### config.mk
export PLATFORM = sky130hd
export DESIGN_NAME = pin_change_monitor
export DESIGN_NICKNAME = d
export VERILOG_FILES = /design/src/rtl/pcm_pkg.sv /design/src/rtl/pcm_datapath.sv /design/src/rtl/pcm_control.sv /design/src/rtl/pin_change_monitor.sv
export SDC_FILE = /design/constraint.sdc
export NUM_CORES = 1
export LEC_CHECK = 0
export BUFFER_PORTS_ARGS = -buffer_cell sky130_fd_sc_hd__buf_2
export CELL_PAD_IN_SITES_DETAIL_PLACEMENT = 0
export CELL_PAD_IN_SITES_GLOBAL_PLACEMENT = 2
export CORE_ASPECT_RATIO = 1.25
export CORE_MARGIN = 5
export CORE_UTILIZATION = 21
export DETAILED_ROUTE_END_ITERATION = 10
export PLACE_DENSITY_LB_ADDON = 0.1
export SLEW_MARGIN = 15
export SYNTH_ARGS = -nofsm -noshare
export SYNTH_HDL_FRONTEND = slang
export SYNTH_SLANG_ARGS = --single-unit
### constraint.sdc
create_clock -name clk -period 1.3 [get_ports clk]
set_input_delay 0.26 -clock clk [delete_from_list [all_inputs] [get_ports clk]]
set_output_delay 0.26 -clock clk [all_outputs]
set_load 0.01 [all_outputs]
### src/rtl/pcm_pkg.sv
package pcm_pkg;
  // strobes from control to datapath
  typedef struct packed {
    logic captureRef; // take a new reference snapshot
    logic pullArm;    // global pull-up permission
  } pcm_strobe_t;
endpackage

### src/rtl/pcm_datapath.sv
module pcm_datapath
  import pcm_pkg::*;
#(
  parameter int PORT_W = 8,
  parameter logic [PORT_W-1:0] WATCH_MASK = 8'hF0
) (
  input  logic              clk,
  input  logic              rstN,
  input  logic [PORT_W-1:0] pinLevel,
  input  logic [PORT_W-1:0] dirIsInput,
  input  pcm_strobe_t       strobes,
  output logic              mismatch,
  output logic [PORT_W-1:0] pullUpOn
);
  logic [PORT_W-1:0] refSnap;
  logic [PORT_W-1:0] diffBits;

  // reference snapshot: loaded at reset and on each port access
  always_ff @(posedge clk) begin
    if (!rstN)                   refSnap <= pinLevel;
    else if (strobes.captureRef) refSnap <= pinLevel;
  end

  // per-pin compare, masked by watch set and direction
  assign diffBits = WATCH_MASK & dirIsInput & (pinLevel ^ refSnap);
  assign mismatch = |diffBits;

  // per-pin pull-up enables, forced off for outputs
  for (genvar p = 0; p < PORT_W; p++) begin : gPull
    always_ff @(posedge clk) begin
      if (!rstN) pullUpOn[p] <= 1'b0;
      else       pullUpOn[p] <= strobes.pullArm & dirIsInput[p];
    end
  end

  AST_PULL_OUTPUT_OFF: assert property (@(posedge clk) disable iff (!rstN)
    1'b1 |=> ((pullUpOn & ~$past(dirIsInput)) == '0));
  AST_OUTPUTS_QUIET: assert property (@(posedge clk) disable iff (!rstN)
    ((dirIsInput & WATCH_MASK) == '0) |-> !mismatch);
endmodule

### src/rtl/pcm_control.sv
module pcm_control
  import pcm_pkg::*;
(
  input  logic        clk,
  input  logic        rstN,
  input  logic        portAccess,
  input  logic        flagClear,
  input  logic        pullUpEnN,
  input  logic        mismatch,
  output pcm_strobe_t strobes,
  output logic        changeFlag,
  output logic        wakeReq
);
  logic flagQ;

  assign strobes.captureRef = portAccess;
  assign strobes.pullArm    = ~pullUpEnN;

  // set has priority over clear
  always_ff @(posedge clk) begin
    if (!rstN)          flagQ <= 1'b0;
    else if (mismatch)  flagQ <= 1'b1;
    else if (flagClear) flagQ <= 1'b0;
  end

  assign changeFlag = flagQ;
  assign wakeReq    = flagQ;

  AST_MISMATCH_SETS: assert property (@(posedge clk) disable iff (!rstN)
    mismatch |=> changeFlag);
  AST_SET_BEATS_CLEAR: assert property (@(posedge clk) disable iff (!rstN)
    (mismatch && flagClear) |=> changeFlag);
  AST_CLEAR_WORKS: assert property (@(posedge clk) disable iff (!rstN)
    (flagClear && !mismatch) |=> !changeFlag);
  AST_FLAG_STICKY: assert property (@(posedge clk) disable iff (!rstN)
    (changeFlag && !flagClear) |=> changeFlag);
endmodule

### src/rtl/pin_change_monitor.sv
module pin_change_monitor
  import pcm_pkg::*;
#(
  parameter int PORT_W = 8,
  parameter logic [PORT_W-1:0] WATCH_MASK = 8'hF0
) (
  input  logic              clk,
  input  logic              rstN,
  input  logic [PORT_W-1:0] pinLevel,
  input  logic [PORT_W-1:0] dirIsInput,
  input  logic              portAccess,
  input  logic              flagClear,
  input  logic              pullUpEnN,
  output logic              changeFlag,
  output logic              wakeReq,
  output logic [PORT_W-1:0] pullUpOn
);
  pcm_strobe_t strobes;
  logic        mismatch;

  pcm_control ctrl_i (
    .clk(clk), .rstN(rstN), .portAccess(portAccess), .flagClear(flagClear),
    .pullUpEnN(pullUpEnN), .mismatch(mismatch), .strobes(strobes),
    .changeFlag(changeFlag), .wakeReq(wakeReq)
  );

  pcm_datapath #(.PORT_W(PORT_W), .WATCH_MASK(WATCH_MASK)) dp_i (
    .clk(clk), .rstN(rstN), .pinLevel(pinLevel), .dirIsInput(dirIsInput),
    .strobes(strobes), .mismatch(mismatch), .pullUpOn(pullUpOn)
  );

  AST_WAKE_FOLLOWS_FLAG: assert property (@(posedge clk) disable iff (!rstN)
    $rose(changeFlag) |-> wakeReq);
endmodule

==> flow_summary.ini, run 1 <==
[die]
coreArea_um2 = 1982
num_rows = 18
die_h_um = 60.91
chipWidth_um = 50.73
floorplan.initialDensity_pct = 21.97
die-area_um2 = 3090
io_pins = 31

[drt]
avgViaCountPerCell = 3.901
first_iter_violations = 4
detail_route.wirelength_um = 900
dr_total_vias = 316
route.detailed.wl_per_inst_um = 11.11
drtAntennaViolNets = 0
detailedRoute.firstPassIterationCount = 4
drc = 0

[cts]
clock-sinks = 13
post_cts.repair.setup_buffers = 0
cts-hold-fix-buffers = 0
cts_tree = built
cts_max_path_buffers = 2
clkSlewWorstSetupHoldPaths_ns = 0.08
cts.repair.resized = 0
h-tree-depth = 1
numCtsBuffers = 3
cts-root-buf = sky130_fd_sc_hd__clkbuf_4
clk-insertion-delay-late_ns = 0.27

[layout]
multi_input_area_um2 = 127.6
antenna-diode-count = 0
layout.filler_cells = 224
nets = 83
area.sequential_um2 = 300.3
layout-drive-gt1-share_pct = 47.54
final_instance_area_um2 = 609.3
syn2layout_area_growth_pct = 39.94

[synthesis]
synth_top_cells_by_area = sky130_fd_sc_hd__dfxtp_1 (41%), sky130_fd_sc_hd__edfxtp_1 (28%), sky130_fd_sc_hd__and2_1 (11%), sky130_fd_sc_hd__xor2_1 (8.0%), sky130_fd_sc_hd__a222oi_1 (2.3%)
synth-seq-cells = 13
synth_cell_types = 11
syn-num-nets = 53
yosysWarningCount = 0
synth.yosys.seq_area_share_pct = 68.97
synth.largest_area_cell = sky130_fd_sc_hd__dfxtp_1
post_syn_instances = 32
cell_area_after_synthesis_um2 = 435.4
syn_area_per_cell_um2 = 13.61
netlist.area_leader.share_pct = 41.38

[sta]
maxSlewHeadroom_pct = 77.49
finalWorstPathRequiredPeriod_ns = 1.158
finalSetupViolations = 0
unrepaired_setup_endpoints_after_global_routing = no
fmaxAchievable_mhz = 863.3
final_min_period_over_clock_period_pct = 89.10
setup_total_negative_slack_ns = 0
timing.clock.skew_ns = 0.001603
tightest_slew_ns = 0.3376
maxSlewViolCount = 0
final_hold_viol_count = 0

[flow_run]
max-cap-violations = 0

[place]
dpl-instance-area_um2 = 583.1
placement.io_buffers = 26
gp_congestion = 0.5977

[grt]
largest_net_degree_at_the_start_of_global_routing = 9
grt-ovfl-total = 0
first_global_vias = 336
globalRouteTotalUtil_pct = 6.545
antenna_found_initial = 0
grt_pass1_wl_um = 1421

[worst_setup_path]
startpoint_types = flop
required_ns = 1.45
crit_type = flop to flop
cp-end-kind = flop
critical_path_at_ns = 1.31
worst-path-max-fanout = 1

[power]
power.static_leakage_nw = 0.2993
power_per_cell_area_nw_per_um2 = 1289
ir_drop_uv = 479.4

[outcome]
outcome = finished clean

[worst_hold_path]
worstHoldPathType = input port to flop
==> metrics by stage <==
stage / utilization (%) / instances / setup slack [ns] / hold slack, ns / power, W
final: 30.74 / 81 / 0.1417 / 0.1832 / 0.0007855
after detailed placement: 29.42 / 77 / 0.1108 / 0.4641 / 0.0005534
after CTS: 30.74 / 81 / 0.09945 / 0.1640 / 0.0008160
after global routing: 30.74 / 81 / 0.05018 / 0.1715 / 0.0008399
after global placement: 29.42 / 77 / 0.09116 / 0.4671 / 0.0005543
after floorplan: - / 32 / 0.2610 / 0.3589 / 0.0005078
==> critical path, stage by stage, from the launching register on <==
cell,delay (ns)
sky130_fd_sc_hd__edfxtp_1,0.38
sky130_fd_sc_hd__xor2_1,0.17
sky130_fd_sc_hd__a222oi_1,0.38
sky130_fd_sc_hd__a21boi_1,0.11
==> placed cells by master (no fill, tap or decap), drive strengths merged <==
cell type  netlist  layout
buf              1      26
dfxtp            9       9
clkbuf           0       4
and2b            1       1
and2             8       8
xor2             4       4
nor2b            1       1
a21oi            1       1
nand2b           1       1
edfxtp           4       4
a21boi           1       1
a222oi           1       1
==> path summary, 6_finish.rpt <==
check / slack [ns] / from / end / depth (start not counted)
setup / recovery: 0.14 / dp_i.refSnap[7] / ctrl_i.changeFlag / 3
hold reg to reg: 0.66 / ctrl_i.changeFlag / ctrl_i.changeFlag / 3
setup reg to reg: 0.14 / dp_i.refSnap[7] / ctrl_i.changeFlag / 3
hold / removal: 0.18 / dirIsInput[1] / dp_i.pullUpOn[1] / 2
==> cell type report <==
cell class	count	share of cell area, %
Clock buffer	4	4.312
Multi-Input combinational cell	18	20.94
Sequential cell	13	49.28
Tap cell	20	4.107
Timing Repair Buffer	26	21.36
==> cell families (layout without fill, tap and decap cells) <==
group           Yosys count  count (layout)  share of synthesized area, %
compound gates            3               3                         5.172
xor+xnor                  4               4                         8.045
simple gates             11              11                         16.09
flops                    13              13                         68.97
buf+inv                   1              30                         1.725
==> report_power, final <==
part           switching [W]  leakage [nW]  total (W)  internal [W]
clock               0.000126        0.0150   0.000245      0.000119
sequential        0.00000806         0.115   0.000452      0.000444
combinational      0.0000403         0.169  0.0000890     0.0000487
total               0.000174         0.299   0.000786      0.000611
==> routing by layer <==
| layer | GRT usage (%) | up-vias | part of all wire [%] |
|---|---|---|---|
| li1 | - | 163 | - |
| met1 | 6.907 | 134 | 39 |
| met2 | 9.574 | 19 | 46 |
| met3 | 3.440 | 0 | 15 |
| met4 | 5.474 | 0 | 0 |
| met5 | 0 | - | 0 |
==> Yosys cell counts <==
master	instances
sky130_fd_sc_hd__nor2b_1	1
sky130_fd_sc_hd__a21oi_1	1
sky130_fd_sc_hd__xor2_1	4
sky130_fd_sc_hd__a222oi_1	1
sky130_fd_sc_hd__edfxtp_1	4
sky130_fd_sc_hd__a21boi_1	1
sky130_fd_sc_hd__buf_4	1
sky130_fd_sc_hd__dfxtp_1	9
sky130_fd_sc_hd__and2_1	8
sky130_fd_sc_hd__nand2b_1	1
sky130_fd_sc_hd__and2b_1	1
==> state kept, by name, summed over array words and instances (netlist names) <==
signal / count
ctrl_i.changeFlag: 1
dp_i.pullUpOn: 8
dp_i.refSnap: 4
No activity file was read; power rests on OpenSTA's default activity.
==> inputs of run 2 (changes only) <==
- clock period: 1.3 -> 1.2 ns (I/O delays scaled with it)
==> flow_summary.ini, run 2 (same netlist as run 1, synthesis figures left out) <==
[grt]
globalRouteTotalUtil_pct = 6.545
grt-ovfl-total = 0
largest_net_degree_at_the_start_of_global_routing = 9
grt_pass1_wl_um = 1421
antenna_found_initial = 0
first_global_vias = 336

[worst_hold_path]
min_path_cells = 2
worstHoldPathType = input port to flop

[die]
coreArea_um2 = 1982
die_h_um = 60.91
floorplan.initialDensity_pct = 21.97
io_pins = 31
num_rows = 18
die-area_um2 = 3090
chipWidth_um = 50.73

[worst_setup_path]
required_ns = 1.35
cpMaxStageDelayCell = sky130_fd_sc_hd__edfxtp_1
cp-end-kind = flop
buffering_stage_count_on_the_worst_path_with_inverters_included = 0
critical_path_at_ns = 1.29
timing.critical_path.max_delay_family = compound AO/OA/AOI/OAI gates
worst-path-max-fanout = 1
crit_type = flop to flop
startpoint_types = flop
critical_path_cell_count = 3
critical_path.cell_chain = xor2_1 > a222oi_1 > a21boi_1
slowest_delay_ns = 0.38
timing.reg2reg.worst_path_depth = 3

[sta]
unrepaired_setup_endpoints_after_global_routing = yes
tightest_slew_ns = 0.3396
fmaxAchievable_mhz = 878.2
finalSetupViolations = 0
hold_slack_final_ns = 0.1632
finalWorstPathRequiredPeriod_ns = 1.139
layout_setup_ws_ns = 0.06134
maxSlewViolCount = 0
timing.clock.skew_ns = 0.001613
final_min_period_over_clock_period_pct = 94.89
maxSlewHeadroom_pct = 77.36
final_hold_viol_count = 0

[place]
gp_congestion = 0.5977
dp.cells = 77
post-place-ws_ns = 0.01083
placement.io_buffers = 26

[drt]
route.detailed.wl_per_inst_um = 11.11
first_iter_violations = 4
dr_total_vias = 316
drtAntennaViolNets = 0
detailedRoute.firstPassIterationCount = 4
avgViaCountPerCell = 3.901
detail_route.wirelength_um = 900
drc = 0

[cts]
cts_max_path_buffers = 2
h-tree-depth = 1
cts-hold-fix-buffers = 0
cts-root-buf = sky130_fd_sc_hd__clkbuf_4
clkSlewWorstSetupHoldPaths_ns = 0.08
clock-sinks = 13
numCtsBuffers = 3
cts_tree = built
clk-insertion-delay-late_ns = 0.27

[power]
post-layout-total-power_w = 0.0008509
power_per_cell_area_nw_per_um2 = 1396
ir_drop_uv = 519.4
power.static_leakage_nw = 0.2993

[layout]
largest_register_ff_count = 8
layout.filler_cells = 224
nets = 83
antenna-diode-count = 0
syn2layout_area_growth_pct = 39.94
max_flop_register = dp_i.pullUpOn
layout.cells.non_filler = 81
layout.cells.most_common = sky130_fd_sc_hd__buf_2
mostFrequentLayoutCells = sky130_fd_sc_hd__buf_2 (26), sky130_fd_sc_hd__dfxtp_1 (9), sky130_fd_sc_hd__and2_1 (8), sky130_fd_sc_hd__xor2_1 (4), sky130_fd_sc_hd__edfxtp_1 (4)
fin_util_pct = 30.74
layout-drive-gt1-share_pct = 47.54

[outcome]
outcome = finished clean

[flow_run]
max-cap-violations = 0
==> run 2: cell counts in the layout (fill, tap and decap cells not counted) <==
Identical to the previous run, type by type.
==> run 2: metal layers <==
metal	vias up	part of all wire (%)	global-route usage [%]
met3	0	15	3.440
met5	-	0	0
met2	19	46	9.574
met1	134	39	6.907
li1	163	-	-
met4	0	0	5.474
==> run 2: layout make-up <==
class	instances	area (um2)	area share (%)
Multi-Input combinational cell	18	127.6	20.94
Tap cell	20	25.02	4.107
Clock buffer	4	26.28	4.312
Timing Repair Buffer	26	130.1	21.36
Sequential cell	13	300.3	49.28
==> run 2: repair_timing <==
item | in CTS | in global routing
cloned | 0 | 0
gates resized for setup | 0 | 0
pin swaps | 1 | 3
endpoints found under the setup margin | 1 | 1
setup buffers | 0 | 0
==> run 2: report_power, final <==
group / total, W / switching (W) / internal, W
clock network: 0.000265 / 0.000136 / 0.000129
registers: 0.000490 / 0.00000870 / 0.000481
logic: 0.0000964 / 0.0000438 / 0.0000527
total: 0.000851 / 0.000189 / 0.000662
==> run 2: final timing paths <==
kind	startpoint	endpoint	slack, ns
worst max-delay path	dp_i.refSnap[7]	ctrl_i.changeFlag	0.06
worst min-delay path	dirIsInput[1]	dp_i.pullUpOn[1]	0.16
worst max register to register	dp_i.refSnap[7]	ctrl_i.changeFlag	0.06
worst min register to register	ctrl_i.changeFlag	ctrl_i.changeFlag	0.66
==> run 2: per-stage QoR <==
stage,area [um2],TNS [ns]
CTS,609.3,0
floorplan,435.4,0
finish,609.3,0
detailed placement,583.1,0
global placement,583.1,-0.008833
global route,609.3,-0.02944
==> inputs of run 3 (changes only) <==
- CORE_UTILIZATION: 21 -> 23
- CTS_BUF_LIST: unset -> sky130_fd_sc_hd__clkbuf_8
- CTS_CLUSTER_DIAMETER: unset -> 100
- GPL_TIMING_DRIVEN: unset -> 0
==> flow_summary.ini, run 3 (same netlist as run 1, synthesis figures left out) <==
[power]
pwr-share-seq_pct = 51.1
pwr-share-clk_pct = 38.3
p_sw_w = 0.0001971
post-layout-total-power_w = 0.0009614
ir_drop_uv = 569.0
sw_frac_of_total_pct = 20.50
power_per_cell_area_nw_per_um2 = 1516
share_comb_of_total_power_pct = 10.6
power.static_leakage_nw = 0.3162
int_pwr_w = 0.0007644

[drt]
first_iter_violations = 1
detail_route.wirelength_um = 848
dr_total_vias = 317
detailedRoute.firstPassIterationCount = 4
route.detailed.wl_per_inst_um = 10.47
drc = 0
avgViaCountPerCell = 3.914
drtAntennaViolNets = 0

[layout]
layout.filler_cells = 197
layout.cells.most_common = sky130_fd_sc_hd__buf_2
mostFrequentLayoutCells = sky130_fd_sc_hd__buf_2 (26), sky130_fd_sc_hd__dfxtp_1 (9), sky130_fd_sc_hd__and2_1 (8), sky130_fd_sc_hd__xor2_1 (4), sky130_fd_sc_hd__edfxtp_1 (4)
largest_register_ff_count = 8
fin_util_pct = 35.50
syn2layout_area_growth_pct = 45.69
max_flop_register = dp_i.pullUpOn
layout.cells.non_filler = 81
antenna-diode-count = 0
nets = 84
layout-drive-gt1-share_pct = 48.39

[sta]
finalSetupViolations = 0
final_min_period_over_clock_period_pct = 94.12
maxSlewHeadroom_pct = 77.97
unrepaired_setup_endpoints_after_global_routing = no
setup_total_negative_slack_ns = 0
tightest_slew_ns = 0.3304
hold_slack_final_ns = 0.2016
final_hold_viol_count = 0
finalWorstPathRequiredPeriod_ns = 1.129
maxSlewViolCount = 0
timing.clock.skew_ns = 0.002739
fmaxAchievable_mhz = 885.4

[flow_run]
max-cap-violations = 0

[worst_setup_path]
cp-end-kind = flop
buffering_stage_count_on_the_worst_path_with_inverters_included = 0
startpoint_types = flop
crit_type = flop to flop
timing.critical_path.max_delay_family = compound AO/OA/AOI/OAI gates
worst-path-max-fanout = 1
r2r_start = dp_i.refSnap[7]
cpMaxStageDelayCell = sky130_fd_sc_hd__edfxtp_1
worstReg2RegEnd = ctrl_i.changeFlag
required_ns = 1.31
critical_path_at_ns = 1.24
rrSetupSlack_ns = 0.07
timing.reg2reg.worst_path_depth = 3
critical_path.cell_chain = xor2_1 > a222oi_1 > a21boi_1
slowest_delay_ns = 0.37

[die]
chipWidth_um = 48.92
coreArea_um2 = 1787
floorplan.initialDensity_pct = 24.37
num_rows = 17
die-area_um2 = 2869
die_h_um = 58.65
io_pins = 31

[grt]
grt-ovfl-total = 0
antenna_found_initial = 0
grt_pass1_wl_um = 1386
globalRouteTotalUtil_pct = 6.624
largest_net_degree_at_the_start_of_global_routing = 9
first_global_vias = 324

[outcome]
outcome = finished clean

[worst_hold_path]
startpoint_of_the_lowest_slack_hold_path = dirIsInput[0]
worstHoldPathType = input port to flop
holdPathEnd = dp_i.pullUpOn[0]
min_path_cells = 2

[place]
placement.io_buffers = 26
dp.cells = 77
gp_congestion = 0.6217

[cts]
cts-root-buf = sky130_fd_sc_hd__clkbuf_8
cts_tree = built
cts-hold-fix-buffers = 0
cts.repair.resized = 0
h-tree-depth = 1
post_cts.repair.setup_buffers = 0
clk-insertion-delay-late_ns = 0.24
clock-sinks = 13
numCtsBuffers = 3
cts_max_path_buffers = 2
clkSlewWorstSetupHoldPaths_ns = 0.05
run 3: area by class of cell:
cell class,count,area (um2),area share [%]
buffer,1,7.507,1.183
clock buffer,3,41.29,6.509
sequential,13,300.3,47.34
timing repair buffer,26,130.1,20.51
tap,19,23.77,3.748
clock inverter,1,3.754,0.5917
multi-input combinational,18,127.6,20.12
run 3: worst max-delay path by stage:
stage	slack [ns]	startpoint	cells after the start	endpoint
floorplan	0.16	dp_i.refSnap[7]	3	ctrl_i.changeFlag
global placement	0.03	dp_i.refSnap[7]	3	ctrl_i.changeFlag
detailed placement	0.03	dp_i.refSnap[7]	3	ctrl_i.changeFlag
CTS	0.02	dp_i.refSnap[7]	3	ctrl_i.changeFlag
global route	0.02	dp_i.refSnap[7]	3	ctrl_i.changeFlag
finish	0.07	dp_i.refSnap[7]	3	ctrl_i.changeFlag
run 3: metrics by stage:
stage	worst slack (ns)	instance area (um2)
2_1_floorplan	0.1610	435.4
3_3_place_gp	0.02718	589.3
3_5_place_dp	0.02662	589.3
4_1_cts	0.01565	634.4
5_1_grt	0.01662	634.4
6_report	0.07054	634.4
run 3: worst register-to-register path: stages (launching register included):
cell	delay, ns
sky130_fd_sc_hd__edfxtp_1	0.37
sky130_fd_sc_hd__xor2_1	0.17
sky130_fd_sc_hd__a222oi_1	0.36
sky130_fd_sc_hd__a21boi_1	0.12
run 3: routing by layer:
| layer | up-vias | track usage, % | part of all wire (%) |
|---|---|---|---|
| met5 | - | 0 | 0 |
| met1 | 136 | 6.698 | 40 |
| li1 | 165 | - | - |
| met4 | 0 | 5.769 | 0 |
| met3 | 0 | 4.051 | 12 |
| met2 | 16 | 9.515 | 48 |
run 3: power groups by stage:
stage / logic (W) / registers (W) / clock network (W)
after floorplan: 0.0000418 / 0.000508 / 0
after global placement: 0.000105 / 0.000500 / 0
after detailed placement: 0.000104 / 0.000501 / 0
after CTS: 0.000104 / 0.000491 / 0.000394
after global routing: 0.000114 / 0.000494 / 0.000423
final: 0.000102 / 0.000491 / 0.000368
